$ cat src/rtl/mrt_pkg.sv
package mrt_pkg;
  // Indices of the programmable strobe windows.
  localparam int S_CS   = 0;
  localparam int S_ADV2 = 1;
  localparam int S_OE2  = 2;
  localparam int S_ADV1 = 3;
  localparam int S_OE1  = 4;
  localparam int S_NUM  = 5;
endpackage

$ cat src/rtl/mrt_window.sv
// One programmable window: active while on <= tick < off.
module mrt_window #(
  parameter int T_W = 5
) (
  input  logic [T_W-1:0] on_tick,
  input  logic [T_W-1:0] off_tick,
  input  logic [T_W-1:0] tick,
  output logic           active
);
  always_comb active = (tick >= on_tick) && (tick < off_tick);
endmodule

$ cat src/rtl/mrt_seq.sv
// Access sequencer: idle/busy state, tick counter, done pulse.
module mrt_seq #(
  parameter int T_W = 5
) (
  input  logic           clk,
  input  logic           rst_n,
  input  logic           req_valid,
  input  logic [T_W-1:0] cyc_q,
  output logic           busy,
  output logic [T_W-1:0] tick,
  output logic           start,
  output logic           run_nxt,
  output logic [T_W-1:0] tick_nxt,
  output logic           done
);
  logic           busy_q;
  logic [T_W-1:0] cnt_q;
  logic           done_q;
  logic           last;

  always_comb begin
    start    = req_valid && !busy_q;
    last     = busy_q && (cnt_q == cyc_q);
    run_nxt  = start || (busy_q && !last);
    tick_nxt = start ? '0 : cnt_q + 1'b1;
  end

  always_ff @(posedge clk or negedge rst_n) begin
    if (!rst_n) begin
      busy_q <= 1'b0;
      cnt_q  <= '0;
      done_q <= 1'b0;
    end else begin
      busy_q <= run_nxt;
      if (run_nxt) cnt_q <= tick_nxt;
      done_q <= last;
    end
  end

  assign busy = busy_q;
  assign tick = cnt_q;
  assign done = done_q;
endmodule

$ cat src/rtl/mrt_bus.sv
// Shared-bus side: address phases, direction, capture and bus keeping.
module mrt_bus #(
  parameter int BUS_W = 16,
  parameter int T_W   = 5,
  localparam int ADDR_W = 2 * BUS_W
) (
  input  logic              clk,
  input  logic              rst_n,
  input  logic              start,
  input  logic              busy,
  input  logic [T_W-1:0]    tick,
  input  logic              run_nxt,
  input  logic [T_W-1:0]    tick_nxt,
  input  logic [ADDR_W-1:0] req_addr,
  input  logic              two_sel,
  input  logic [T_W-1:0]    oe_on_sel,
  input  logic [T_W-1:0]    oe1_off_sel,
  input  logic [T_W-1:0]    acc_q,
  input  logic [BUS_W-1:0]  bus_in,
  output logic [BUS_W-1:0]  bus_out,
  output logic              bus_oe,
  output logic              dir_out,
  output logic [BUS_W-1:0]  rd_data
);
  logic [ADDR_W-1:0] addr_q, addr_sel;
  logic [BUS_W-1:0]  rdata_q, rdata_nxt, out_q, out_nxt;
  logic              drive_q, drive_nxt, dir_q, dir_nxt;
  logic              addr_phase, hi_phase;

  always_comb begin
    addr_sel   = start ? req_addr : addr_q;
    rdata_nxt  = (busy && (tick == acc_q)) ? bus_in : rdata_q;
    addr_phase = tick_nxt < oe_on_sel;
    hi_phase   = two_sel && (tick_nxt < oe1_off_sel);
    if (run_nxt) begin
      drive_nxt = addr_phase;
      dir_nxt   = addr_phase;
      if (!addr_phase)   out_nxt = '0;
      else if (hi_phase) out_nxt = addr_sel[ADDR_W-1:BUS_W];
      else               out_nxt = addr_sel[BUS_W-1:0];
    end else begin
      // idle: keep the last read value on the wires
      drive_nxt = 1'b1;
      dir_nxt   = 1'b1;
      out_nxt   = rdata_nxt;
    end
  end

  always_ff @(posedge clk or negedge rst_n) begin
    if (!rst_n) begin
      addr_q  <= '0;
      rdata_q <= '0;
      out_q   <= '0;
      drive_q <= 1'b1;
      dir_q   <= 1'b1;
    end else begin
      if (start) addr_q <= req_addr;
      rdata_q <= rdata_nxt;
      out_q   <= out_nxt;
      drive_q <= drive_nxt;
      dir_q   <= dir_nxt;
    end
  end

  assign bus_out = out_q;
  assign bus_oe  = drive_q;
  assign dir_out = dir_q;
  assign rd_data = rdata_q;
endmodule

$ cat src/rtl/mux_rd_timer.sv
module mux_rd_timer #(
  parameter int BUS_W = 16,
  parameter int ON_W  = 4,
  parameter int T_W   = 5,
  parameter int P1_W  = 3,
  localparam int ADDR_W = 2 * BUS_W
) (
  input  logic              clk,
  input  logic              rst_n,
  input  logic              req_valid,
  output logic              req_ready,
  input  logic [ADDR_W-1:0] req_addr,
  input  logic              cfg_two_phase,
  input  logic [ON_W-1:0]   cfg_cs_on,
  input  logic [T_W-1:0]    cfg_cs_off,
  input  logic [ON_W-1:0]   cfg_adv_on,
  input  logic [T_W-1:0]    cfg_adv_off,
  input  logic [ON_W-1:0]   cfg_oe_on,
  input  logic [T_W-1:0]    cfg_oe_off,
  input  logic [T_W-1:0]    cfg_acc,
  input  logic [T_W-1:0]    cfg_cyc,
  input  logic [P1_W-1:0]   cfg_adv1_on,
  input  logic [P1_W-1:0]   cfg_adv1_off,
  input  logic [P1_W-1:0]   cfg_oe1_on,
  input  logic [P1_W-1:0]   cfg_oe1_off,
  input  logic [BUS_W-1:0]  bus_in,
  output logic [BUS_W-1:0]  bus_out,
  output logic              bus_oe,
  output logic              dir_out,
  output logic              cs_n,
  output logic              adv_n,
  output logic              oe_n,
  output logic              rd_valid,
  output logic [BUS_W-1:0]  rd_data
);
  import mrt_pkg::*;

  logic           busy, start, run_nxt;
  logic [T_W-1:0] tick, tick_nxt;
  logic [T_W-1:0] on_in  [S_NUM];
  logic [T_W-1:0] off_in [S_NUM];
  logic [T_W-1:0] on_q   [S_NUM];
  logic [T_W-1:0] off_q  [S_NUM];
  logic [T_W-1:0] on_sel [S_NUM];
  logic [T_W-1:0] off_sel[S_NUM];
  logic [S_NUM-1:0] act;
  logic           two_ph_q, two_sel;
  logic [T_W-1:0] acc_q, cyc_q;
  logic           cs_q, adv_q, oe_q;

  // widen programmed ticks to the counter width
  always_comb begin
    on_in[S_CS]   = T_W'(cfg_cs_on);   off_in[S_CS]   = cfg_cs_off;
    on_in[S_ADV2] = T_W'(cfg_adv_on);  off_in[S_ADV2] = cfg_adv_off;
    on_in[S_OE2]  = T_W'(cfg_oe_on);   off_in[S_OE2]  = cfg_oe_off;
    on_in[S_ADV1] = T_W'(cfg_adv1_on); off_in[S_ADV1] = T_W'(cfg_adv1_off);
    on_in[S_OE1]  = T_W'(cfg_oe1_on);  off_in[S_OE1]  = T_W'(cfg_oe1_off);
  end

  // configuration snapshot taken at acceptance
  always_ff @(posedge clk or negedge rst_n) begin
    if (!rst_n) begin
      for (int i = 0; i < S_NUM; i++) begin
        on_q[i]  <= '0;
        off_q[i] <= '0;
      end
      two_ph_q <= 1'b0;
      acc_q    <= '0;
      cyc_q    <= '0;
    end else if (start) begin
      for (int i = 0; i < S_NUM; i++) begin
        on_q[i]  <= on_in[i];
        off_q[i] <= off_in[i];
      end
      two_ph_q <= cfg_two_phase;
      acc_q    <= cfg_acc;
      cyc_q    <= cfg_cyc;
    end
  end

  always_comb begin
    two_sel = start ? cfg_two_phase : two_ph_q;
    for (int i = 0; i < S_NUM; i++) begin
      on_sel[i]  = start ? on_in[i]  : on_q[i];
      off_sel[i] = start ? off_in[i] : off_q[i];
    end
  end

  mrt_seq #(.T_W(T_W)) u_seq (
    .clk(clk), .rst_n(rst_n), .req_valid(req_valid), .cyc_q(cyc_q),
    .busy(busy), .tick(tick), .start(start), .run_nxt(run_nxt),
    .tick_nxt(tick_nxt), .done(rd_valid)
  );

  for (genvar g = 0; g < S_NUM; g++) begin : g_win
    mrt_window #(.T_W(T_W)) u_win (
      .on_tick(on_sel[g]), .off_tick(off_sel[g]),
      .tick(tick_nxt), .active(act[g])
    );
  end

  always_ff @(posedge clk or negedge rst_n) begin
    if (!rst_n) begin
      cs_q  <= 1'b1;
      adv_q <= 1'b1;
      oe_q  <= 1'b1;
    end else begin
      cs_q  <= !(run_nxt && act[S_CS]);
      adv_q <= !(run_nxt && (act[S_ADV2] || (two_sel && act[S_ADV1])));
      oe_q  <= !(run_nxt && (act[S_OE2]  || (two_sel && act[S_OE1])));
    end
  end

  mrt_bus #(.BUS_W(BUS_W), .T_W(T_W)) u_bus (
    .clk(clk), .rst_n(rst_n), .start(start), .busy(busy), .tick(tick),
    .run_nxt(run_nxt), .tick_nxt(tick_nxt), .req_addr(req_addr),
    .two_sel(two_sel), .oe_on_sel(on_sel[S_OE2]),
    .oe1_off_sel(off_sel[S_OE1]), .acc_q(acc_q), .bus_in(bus_in),
    .bus_out(bus_out), .bus_oe(bus_oe), .dir_out(dir_out), .rd_data(rd_data)
  );

  assign req_ready = !busy;
  assign cs_n  = cs_q;
  assign adv_n = adv_q;
  assign oe_n  = oe_q;
endmodule

$ cat config.mk
export PLATFORM = sky130hd
export DESIGN_NAME = mux_rd_timer
export DESIGN_NICKNAME = d
export VERILOG_FILES = /design/src/rtl/mrt_pkg.sv /design/src/rtl/mrt_window.sv /design/src/rtl/mrt_seq.sv /design/src/rtl/mrt_bus.sv /design/src/rtl/mux_rd_timer.sv
export SDC_FILE = /design/constraint.sdc
export NUM_CORES = 1
export LEC_CHECK = 0
export BUFFER_PORTS_ARGS = -buffer_cell sky130_fd_sc_hd__buf_2
export CAP_MARGIN = 0
export CORE_MARGIN = 2
export CORE_UTILIZATION = 35
export DETAILED_ROUTE_END_ITERATION = 12
export PLACE_DENSITY = 0.63
export SLEW_MARGIN = 20
export SYNTH_ARGS = -nofsm -noshare
export SYNTH_HDL_FRONTEND = slang
export SYNTH_HIERARCHICAL = 1
export SYNTH_SLANG_ARGS = --single-unit
$ cat constraint.sdc
create_clock -name clk -period 3.2 [get_ports clk]
set_input_delay 0.48 -clock clk [delete_from_list [all_inputs] [get_ports clk]]
set_output_delay 0.48 -clock clk [all_outputs]
set_load 0.02 [all_outputs]
==> flow_metrics.tcl, run 1 <==
set metrics [dict create \
    maxUsedRoutingLayer "met5" \
    grt.overflow.total 0 \
    nets 878 \
    num_rows 49 \
    wire_per_inst_um 14.89 \
    ios 140 \
    syn_area_per_cell_um2 11.72 \
    hold_viol_final 0 \
    p_seq_share_pct 27.1 \
    die_h_um 140.2 \
    ant_nets 0 \
    finalNonFillerCells 967 \
    synth_warnings 6 \
    grt_max_degree 66 \
    powerDensity_nw_per_um2 1220 \
    clockBufferDepth 2 \
    finalClockSkew_ns 0.01076 \
    drc_errors 0 \
    rsz0062_at_grt "no" \
    min_period_over_period_pct 87.39 \
    cell_internal_pwr_mw 6.021 \
    gp_congestion 0.7473 \
    pwr-share-comb_pct 53.0 \
    start_kind "flop" \
    drive_gt1_share_pct 38.72 \
    dp.cells 932 \
    placed_cell_area_um2 7545 \
    slew_viol_final 0 \
    port_buffers 139 \
    grt_pass1_vias 4559 \
    antenna_found_initial 3 \
    first_iter_violations 117 \
    relSlewSlack_pct 61.62 \
    power_leakage_nw 4.051 \
    yosys_most_used_dff "dfrtp_1" \
    cts-root-buf "clkbuf_16" \
    period_needed_ns 2.796 \
    power.switching_mw 3.945 \
    core_area_um2 18090 \
    cts.sinks 125 \
    h-tree-depth 4 \
    worstMarginPinSlew_ns 0.5735 \
    fillers 1709 \
    cts_buffers 17 \
    clkPwrFrac_pct 19.9 \
    worst_skew_pair.late_latency_ns 0.42 \
    layout_commonest_cell "buf_2" \
    hp-class "in2reg" \
    synth_seq_cells 125 \
    critical_path_required_ns 3.51 \
    grt_first_pass_wirelength_mm 23.40 \
    wl_met3_um 956 \
    dr.pass1.iters 4 \
    final_cell_mix "138 x buf_2, 121 x dfrtp_1, 74 x inv_1, 69 x mux2_2, 54 x ha_1" \
    vias 4527 \
    finalSetupTns_ns 0 \
    switching_share_pct 39.58 \
    critical_path_class "reg2reg" \
    synthesis.area_um2 6495 \
    synthArstFlopShare_pct 100.0 \
    path_clk_slew_ns 0.06 \
    die_area_um2 19660 \
    cts_setup_buffers 0 \
    syn_inst 554 \
    wl_met2_mm 6.576 \
    hold_ws_ns 0.2895 \
    synth-edff-count 0 \
    start_util_pct 35.91 \
    synthDistinctLibCells 45 \
    cts_tree "built" \
    crit_arrival_ns 3.10 \
    setup_viol 0 \
    crit_fanout 16 \
    wl_met1_mm 6.751 \
    ir_worst_vdd_uv 615.8 \
    end_kind "flop" \
    hpwl_mm 10.39 \
    design_area_um2 8169 \
    status "finished clean" \
    fmaxAchievable_mhz 357.6 \
    max_cap_violations 0 \
    area_delta_synth_final_pct 25.78 \
    grt_use_total_pct 15.20 \
    fp.dieW_um 140.2 \
    via_per_inst 4.681 \
    synth-seq-area-share_pct 48.24 \
    routed_wl_mm 14.39 \
]
==> metrics by stage <==
stage          total power [mW]  worst slack [ns]  utilization (%)
2_1_floorplan             6.646            0.1977                -
3_3_place_gp              7.914            0.2937            41.72
3_5_place_dp              8.057            0.2121            41.72
4_1_cts                   10.11            0.2012            45.13
5_1_grt                   10.89            0.1327            45.15
6_report                  9.966            0.4036            45.17
==> flip-flops by register name, summed over array words and instances (netlist names), 5 cells and up <==
name and flops:
u_bus/rd_data 16, on_q 18, acc_q 5, cyc_q 5, u_bus/addr_q 32, off_q 21, u_seq/tick 5, u_bus/bus_out 16
==> layout make-up <==
class / instances / area [um2] / area share (%)
multi-input cells: 347 / 3004 / 36.77
clock buffers: 20 / 446.7 / 5.468
flip-flops and latches: 125 / 3133 / 38.35
repair buffers: 158 / 855.8 / 10.48
inverters: 74 / 277.8 / 3.400
well taps: 229 / 286.5 / 3.507
diodes: 2 / 5.005 / 0.06127
clock inverters: 12 / 160.2 / 1.960
==> synthesized netlist by cell type (all sizes together), types with 6 or more instances <==
master | n | share of area [%]
a21o | 6 | 0.69
a21oi | 19 | 1.5
a31oi | 10 | 1.2
buf | 17 | 2.0
dfrtp | 121 | 47
ha | 54 | 10
inv | 74 | 4.3
mux2 | 82 | 15
mux2i | 17 | 2.6
nand2 | 19 | 1.1
nand2b | 7 | 0.67
nand3 | 8 | 0.62
nor2 | 39 | 2.3
nor2b | 9 | 0.87
o21ai | 11 | 0.85
o32ai | 16 | 2.2
xnor2 | 7 | 1.2
xor2 | 6 | 0.81
==> timing repair <==
action,in CTS,in global routing
hold buffers,1,0
gates resized for setup,0,1
setup endpoints to repair,0,12
endpoints found under the hold margin,18,0
==> cell families after synthesis <==
group	synth area share, %
flip-flops	48.24
other	0.05774
XOR/XNOR	1.984
adder cells (fa/ha/maj)	10.40
AO/OA/AOI/OAI	8.572
AND/OR/NAND/NOR	6.820
multiplexers	17.41
buffers and inverters	6.511
==> power by group through the flow <==
| stage | clock network [mW] | logic (mW) | registers [mW] |
|---|---|---|---|
| floorplan | 0 | 3.73 | 2.92 |
| global placement | 0 | 5.20 | 2.71 |
| detailed placement | 0 | 5.33 | 2.73 |
| CTS | 2.03 | 5.37 | 2.71 |
| global route | 2.10 | 6.00 | 2.79 |
| finish | 1.98 | 5.29 | 2.70 |
==> worst paths after layout <==
kind	from	to	slack, ns	depth (start not counted)
setup / recovery	u_seq/tick[0]	u_bus/bus_out[10]	0.40	10
hold / removal	cfg_acc[3]	acc_q[3]	0.29	2
setup reg to reg	u_seq/tick[0]	u_bus/bus_out[10]	0.40	10
hold reg to reg	u_bus/addr_q[12]	u_bus/addr_q[12]	0.49	1
max in group asynchronous	rst_n	u_bus/rd_data[10]	1.90	3
min in group asynchronous	rst_n	u_bus/addr_q[16]	0.50	2
==> worst max-delay path, cell delays in order (launching register included) <==
cell     delay (ns)
dfrtp_1        0.48
ha_1           0.28
nand3_1        0.15
xor2_1         0.20
nor2_2         0.32
ha_1           0.31
a21oi_1        0.20
o21a_1         0.16
buf_4          0.23
nor2_1         0.06
o32ai_1        0.29
==> layer usage <==
layer	up-vias	GRT usage (%)
li1	2233	-
met1	2161	19.82
met2	123	24.30
met3	8	5.197
met4	2	3.987
met5	-	0
Note: power is estimated with default switching activity, not from simulation.
==> run 2: changes to the inputs <==
- CORE_UTILIZATION: 35 -> 55
- PLACE_DENSITY: 0.63 -> 0.86
- clock period: 3.2 -> 2.7 ns (I/O delays scaled with it)
==> flow_metrics.tcl, run 2 (synthesis gave the netlist of run 1 again) <==
set metrics [dict create \
    cts-root-buf "clkbuf_16" \
    layout_commonest_cell "buf_2" \
    finalNonFillerCells 887 \
    via_per_inst 5.490 \
    placed_cell_area_um2 7624 \
    die_h_um 112.7 \
    fillers 763 \
    cell_internal_pwr_mw 7.956 \
    min_period_over_period_pct 97.36 \
    drc_errors 0 \
    slowest_delay_ns 0.58 \
    fp.dieW_um 112.7 \
    grt_use_total_pct 25.96 \
    power_leakage_nw 4.180 \
    design_area_um2 8423 \
    h-tree-depth 4 \
    status "finished, violations left" \
    cts_hold_buffers 0 \
    grt_max_degree 59 \
    grt.overflow.total 0 \
    p_seq_share_pct 24.3 \
    worst_skew_pair.late_latency_ns 0.42 \
    pwr-share-comb_pct 56.0 \
    port_buffers 139 \
    ir_worst_vdd_uv 885.0 \
    nets 886 \
    setup_viol 0 \
    relSlewSlack_pct 53.54 \
    antenna_found_initial 0 \
    vias 4870 \
    start_kind "flop" \
    fin_util_pct 73.45 \
    crit_path_end "u_bus/bus_out[2]" \
    cts_buffers 17 \
    end_kind "flop" \
    crit_family "compound AO/OA/AOI/OAI gates" \
    crit_fanout 16 \
    cts.sinks 125 \
    cp.depth 9 \
    clockBufferDepth 2 \
    grt_first_pass_wirelength_mm 25.48 \
    path_clk_slew_ns 0.06 \
    cpMaxStageDelayCell "a31oi_4" \
    crit_arrival_ns 2.90 \
    switching_share_pct 40.09 \
    critical_path_required_ns 2.97 \
    ios 140 \
    first_iter_violations 285 \
    post-place-ws_ns -0.2192 \
    ant_nets 0 \
    final-seq-area_um2 3133 \
    slew_viol_final 0 \
    hold_viol_final 1 \
    cp_num_buf_inv 0 \
    routed_wl_mm 15.69 \
    gp_congestion 0.8553 \
    final_cell_mix "138 x buf_2, 121 x dfrtp_1, 73 x inv_1, 68 x mux2_2, 53 x ha_1" \
    violations "hold timing" \
    biggestRegsByFlops "u_bus/addr_q (32), off_q (21), on_q (18)" \
    worst_r2r_endpoint "u_bus/bus_out[2]" \
    fmaxAchievable_mhz 380.4 \
    largest_reg_flops 32 \
    core_area_um2 11470 \
    r2r_start "u_seq/tick[0]" \
    hpwl_mm 11.12 \
    multi_input_area_um2 3196 \
    grt_pass1_vias 5293 \
    critical_path_class "reg2reg" \
    die_area_um2 12690 \
    finalClockSkew_ns 0.007749 \
    rr_worst_depth 9 \
    start_util_pct 56.64 \
    clkPwrFrac_pct 19.8 \
    period_needed_ns 2.629 \
    regMostFlops "u_bus/addr_q" \
    num_rows 39 \
    cts_tree "built" \
    hp-class "in2async" \
    crit_chain "ha_1 -> xnor2_1 -> nor2_2 -> ha_4 -> nand2_1 -> o21ai_1 -> nor4b_4 -> a31oi_4 -> o32ai_1" \
    wire_per_inst_um 17.68 \
    worstMarginPinSlew_ns 0.6970 \
    dp.cells 853 \
    dr.pass1.iters 4 \
    max_cap_violations 0 \
    setup_ws_ns 0.07138 \
    drive_gt1_share_pct 42.74 \
    crit_start "u_seq/tick[0]" \
    hold_ws_ns -0.0001361 \
    antenna_cells 0 \
    r2r_slack_ns 0.07 \
    area_delta_synth_final_pct 29.69 \
    powerDensity_nw_per_um2 1577 \
    power.switching_mw 5.325 \
]
## run 2: cell types whose count changed in the layout (fill, tap and decap cells not counted), moves of 3 or more
cell	change
bufinv_16	+3
o32ai_2	+12
inv_6	-3
o32ai_1	-12
buf_4	+4
buf_12	+3
## run 2: worst min path at each step
| stage | depth (start not counted) | slack (ns) | startpoint | end |
|---|---|---|---|---|
| after floorplan | 0 | 0.11 | rst_n | acc_q[0] |
| after global placement | 1 | 0.45 | rst_n | u_bus/addr_q[16] |
| after detailed placement | 1 | 0.47 | rst_n | u_bus/addr_q[16] |
| after CTS | 1 | 0.02 | rst_n | u_bus/addr_q[16] |
| after global routing | 1 | 0.05 | rst_n | u_bus/addr_q[16] |
| final | 1 | -0.0001 | rst_n | u_bus/addr_q[16] |
## run 2: power groups by stage
stage / sequential [mW] / combinational [mW] / clock (mW)
finish: 3.23 / 7.43 / 2.62
global route: 3.31 / 8.17 / 2.74
CTS: 3.23 / 7.19 / 2.66
detailed placement: 3.24 / 6.88 / 0
global placement: 3.19 / 6.45 / 0
floorplan: 3.46 / 4.84 / 0
## run 2: repair_timing
action | 4_1_cts | 5_1_grt
setup endpoints to repair | 16 | 11
gates cloned | 1 | 0
pin swaps | 1 | 2
resized for setup | 6 | 7
buffers inserted | 0 | 1
## run 2: cell type report
cell class | instances | area share (%)
multi-input combinational | 348 | 37.94
sequential | 125 | 37.20
timing repair buffer | 165 | 11.24
clock buffer | 19 | 5.377
inverter | 74 | 3.298
clock inverter | 13 | 2.822
tap | 143 | 2.124
## run 2: metal layers
layer	track usage, %	wire [um]	vias up
li1	-	-	2253
met1	30.62	6209	2397
met2	45.27	8041	185
met3	6.317	1046	35
met4	11.06	387	0
met5	0	0	-
## run 2: per-stage QoR
stage               setup TNS (ns)  power, mW
floorplan                  -0.2498      8.300
global placement            -1.464      9.637
detailed placement          -2.460      10.13
CTS                              0      13.08
global route               -0.2017      14.23
finish                           0      13.28
==> run 3: changes to the inputs <==
- CAP_MARGIN: 0 -> 10
- CORE_ASPECT_RATIO: unset -> 1.1
==> flow_metrics.tcl, run 3 (synthesis gave the netlist of run 1 again) <==
set metrics [dict create \
    fp.dieW_um 107.6 \
    slew_viol_final 0 \
    nets 888 \
    final_cell_mix "138 x buf_2, 121 x dfrtp_1, 73 x inv_1, 68 x mux2_2, 52 x ha_1" \
    cts_tree "built" \
    via_per_inst 5.385 \
    end_kind "flop" \
    worstMarginPinSlew_ns 0.5549 \
    grt.overflow.total 0 \
    h-tree-depth 4 \
    finalClockSkew_ns 0.01068 \
    clockBufferDepth 2 \
    fin_util_pct 72.91 \
    dp.cells 858 \
    final-seq-area_um2 3133 \
    hold_viol_final 0 \
    port_buffers 139 \
    rsz0062_at_grt "yes" \
    first_iter_violations 187 \
    start_kind "flop" \
    cts.sinks 125 \
    biggestRegsByFlops "u_bus/addr_q (32), off_q (21), on_q (18)" \
    critical_path_class "reg2reg" \
    cts-root-buf "clkbuf_16" \
    relSlewSlack_pct 63.01 \
    powerDensity_nw_per_um2 1565 \
    hp-class "in2reg" \
    die_h_um 118.0 \
    worst_r2r_endpoint "u_bus/bus_out[1]" \
    min_to "acc_q[2]" \
    multi_input_area_um2 3222 \
    grt_max_degree 46 \
    routed_wl_mm 15.33 \
    hp-start "cfg_acc[2]" \
    post-place-ws_ns -0.3575 \
    setup_viol 0 \
    ios 140 \
    hpwl_mm 10.63 \
    drive_gt1_share_pct 42.90 \
    start_util_pct 56.52 \
    die_area_um2 12700 \
    wire_per_inst_um 17.09 \
    slowest_delay_ns 0.39 \
    grt_pass1_vias 5191 \
    ant_nets 0 \
    dr.pass1.iters 4 \
    crit_chain "ha_2 -> xnor2_1 -> nor2_2 -> buf_6 -> ha_1 -> a21o_1 -> a31oi_4 -> o21a_4 -> nor2_1 -> o32ai_2" \
    core_area_um2 11490 \
    cp_num_buf_inv 1 \
    area_delta_synth_final_pct 28.99 \
    grt_first_pass_wirelength_mm 23.81 \
    largest_reg_flops 32 \
    finalNonFillerCells 897 \
    cts_buffers 17 \
    fmaxAchievable_mhz 376.0 \
    crit_family "compound AO/OA/AOI/OAI gates" \
    layout_commonest_cell "buf_2" \
    path_clk_slew_ns 0.06 \
    regMostFlops "u_bus/addr_q" \
    r2r_start "u_seq/tick[0]" \
    crit_arrival_ns 2.96 \
    gp_congestion 0.8146 \
    power_leakage_nw 4.146 \
    fillers 764 \
    rr_worst_depth 10 \
    ir_worst_vdd_uv 726.5 \
    hold_depth 2 \
    drc_errors 0 \
    critical_path_required_ns 3.00 \
    min_period_over_period_pct 98.50 \
    cpMaxStageDelayCell "dfrtp_1" \
    antenna_found_initial 0 \
    setup_ws_ns 0.04045 \
    status "finished clean" \
    period_needed_ns 2.660 \
    num_rows 41 \
    worst_skew_pair.late_latency_ns 0.42 \
    grt_use_total_pct 24.01 \
    crit_fanout 8 \
    vias 4830 \
    max_cap_violations 0 \
    r2r_slack_ns 0.04 \
]
## run 3: repair_timing
item | 4_1_cts | 5_1_grt
endpoints found under the setup margin | 16 | 18
pin swaps | 0 | 3
buffers inserted | 0 | 3
gates cloned | 0 | 2
hold buffers | 1 | 0
hold endpoints to repair | 36 | 0
resized for setup | 4 | 14
## run 3: layer usage
layer / part of all wire [%] / global-route usage (%) / up-vias
met1: 39 / 27.58 / 2360
li1: - / - / 2267
met4: 1.9 / 10.02 / 0
met5: 0 / 0 / -
met3: 6.1 / 5.648 / 21
met2: 53 / 42.33 / 182
## run 3: final cells by class
type                    instances  area share (%)
multi-input cells             349           38.46
flip-flops and latches        125           37.40
repair buffers                166           11.26
clock buffers                  17           5.078
inverters                      74           3.315
well taps                     150           2.240
clock inverters                15           2.225
diodes                          1         0.02987
## run 3: metrics by stage
stage	instance area, um2	hold WS, ns	total power [mW]	TNS (ns)
after CTS	8252	0.2086	12.63	-0.005330
after detailed placement	7605	0.4016	10.05	-4.238
after floorplan	6684	0.1094	8.300	-0.2498
after global routing	8376	0.2217	14.04	-0.04429
final	8378	0.2183	13.12	0
after global placement	7605	0.4002	9.609	-2.527
## run 3: how the worst max path moves through the flow
stage / startpoint / to / cells past startpoint
after floorplan: u_seq/busy / u_bus/bus_out[14] / 14
after global placement: req_valid / u_bus/bus_out[0] / 10
after detailed placement: req_valid / u_bus/bus_out[1] / 10
after CTS: u_seq/tick[0] / u_bus/bus_out[1] / 10
after global routing: u_seq/tick[0] / u_bus/bus_out[1] / 9
final: u_seq/tick[0] / u_bus/bus_out[1] / 10
## run 3: where the power goes
group,total [mW],switching (mW),internal [mW]
sequential,3.23,0.380,2.85
clock,2.36,0.891,1.46
combinational,7.53,4.15,3.38
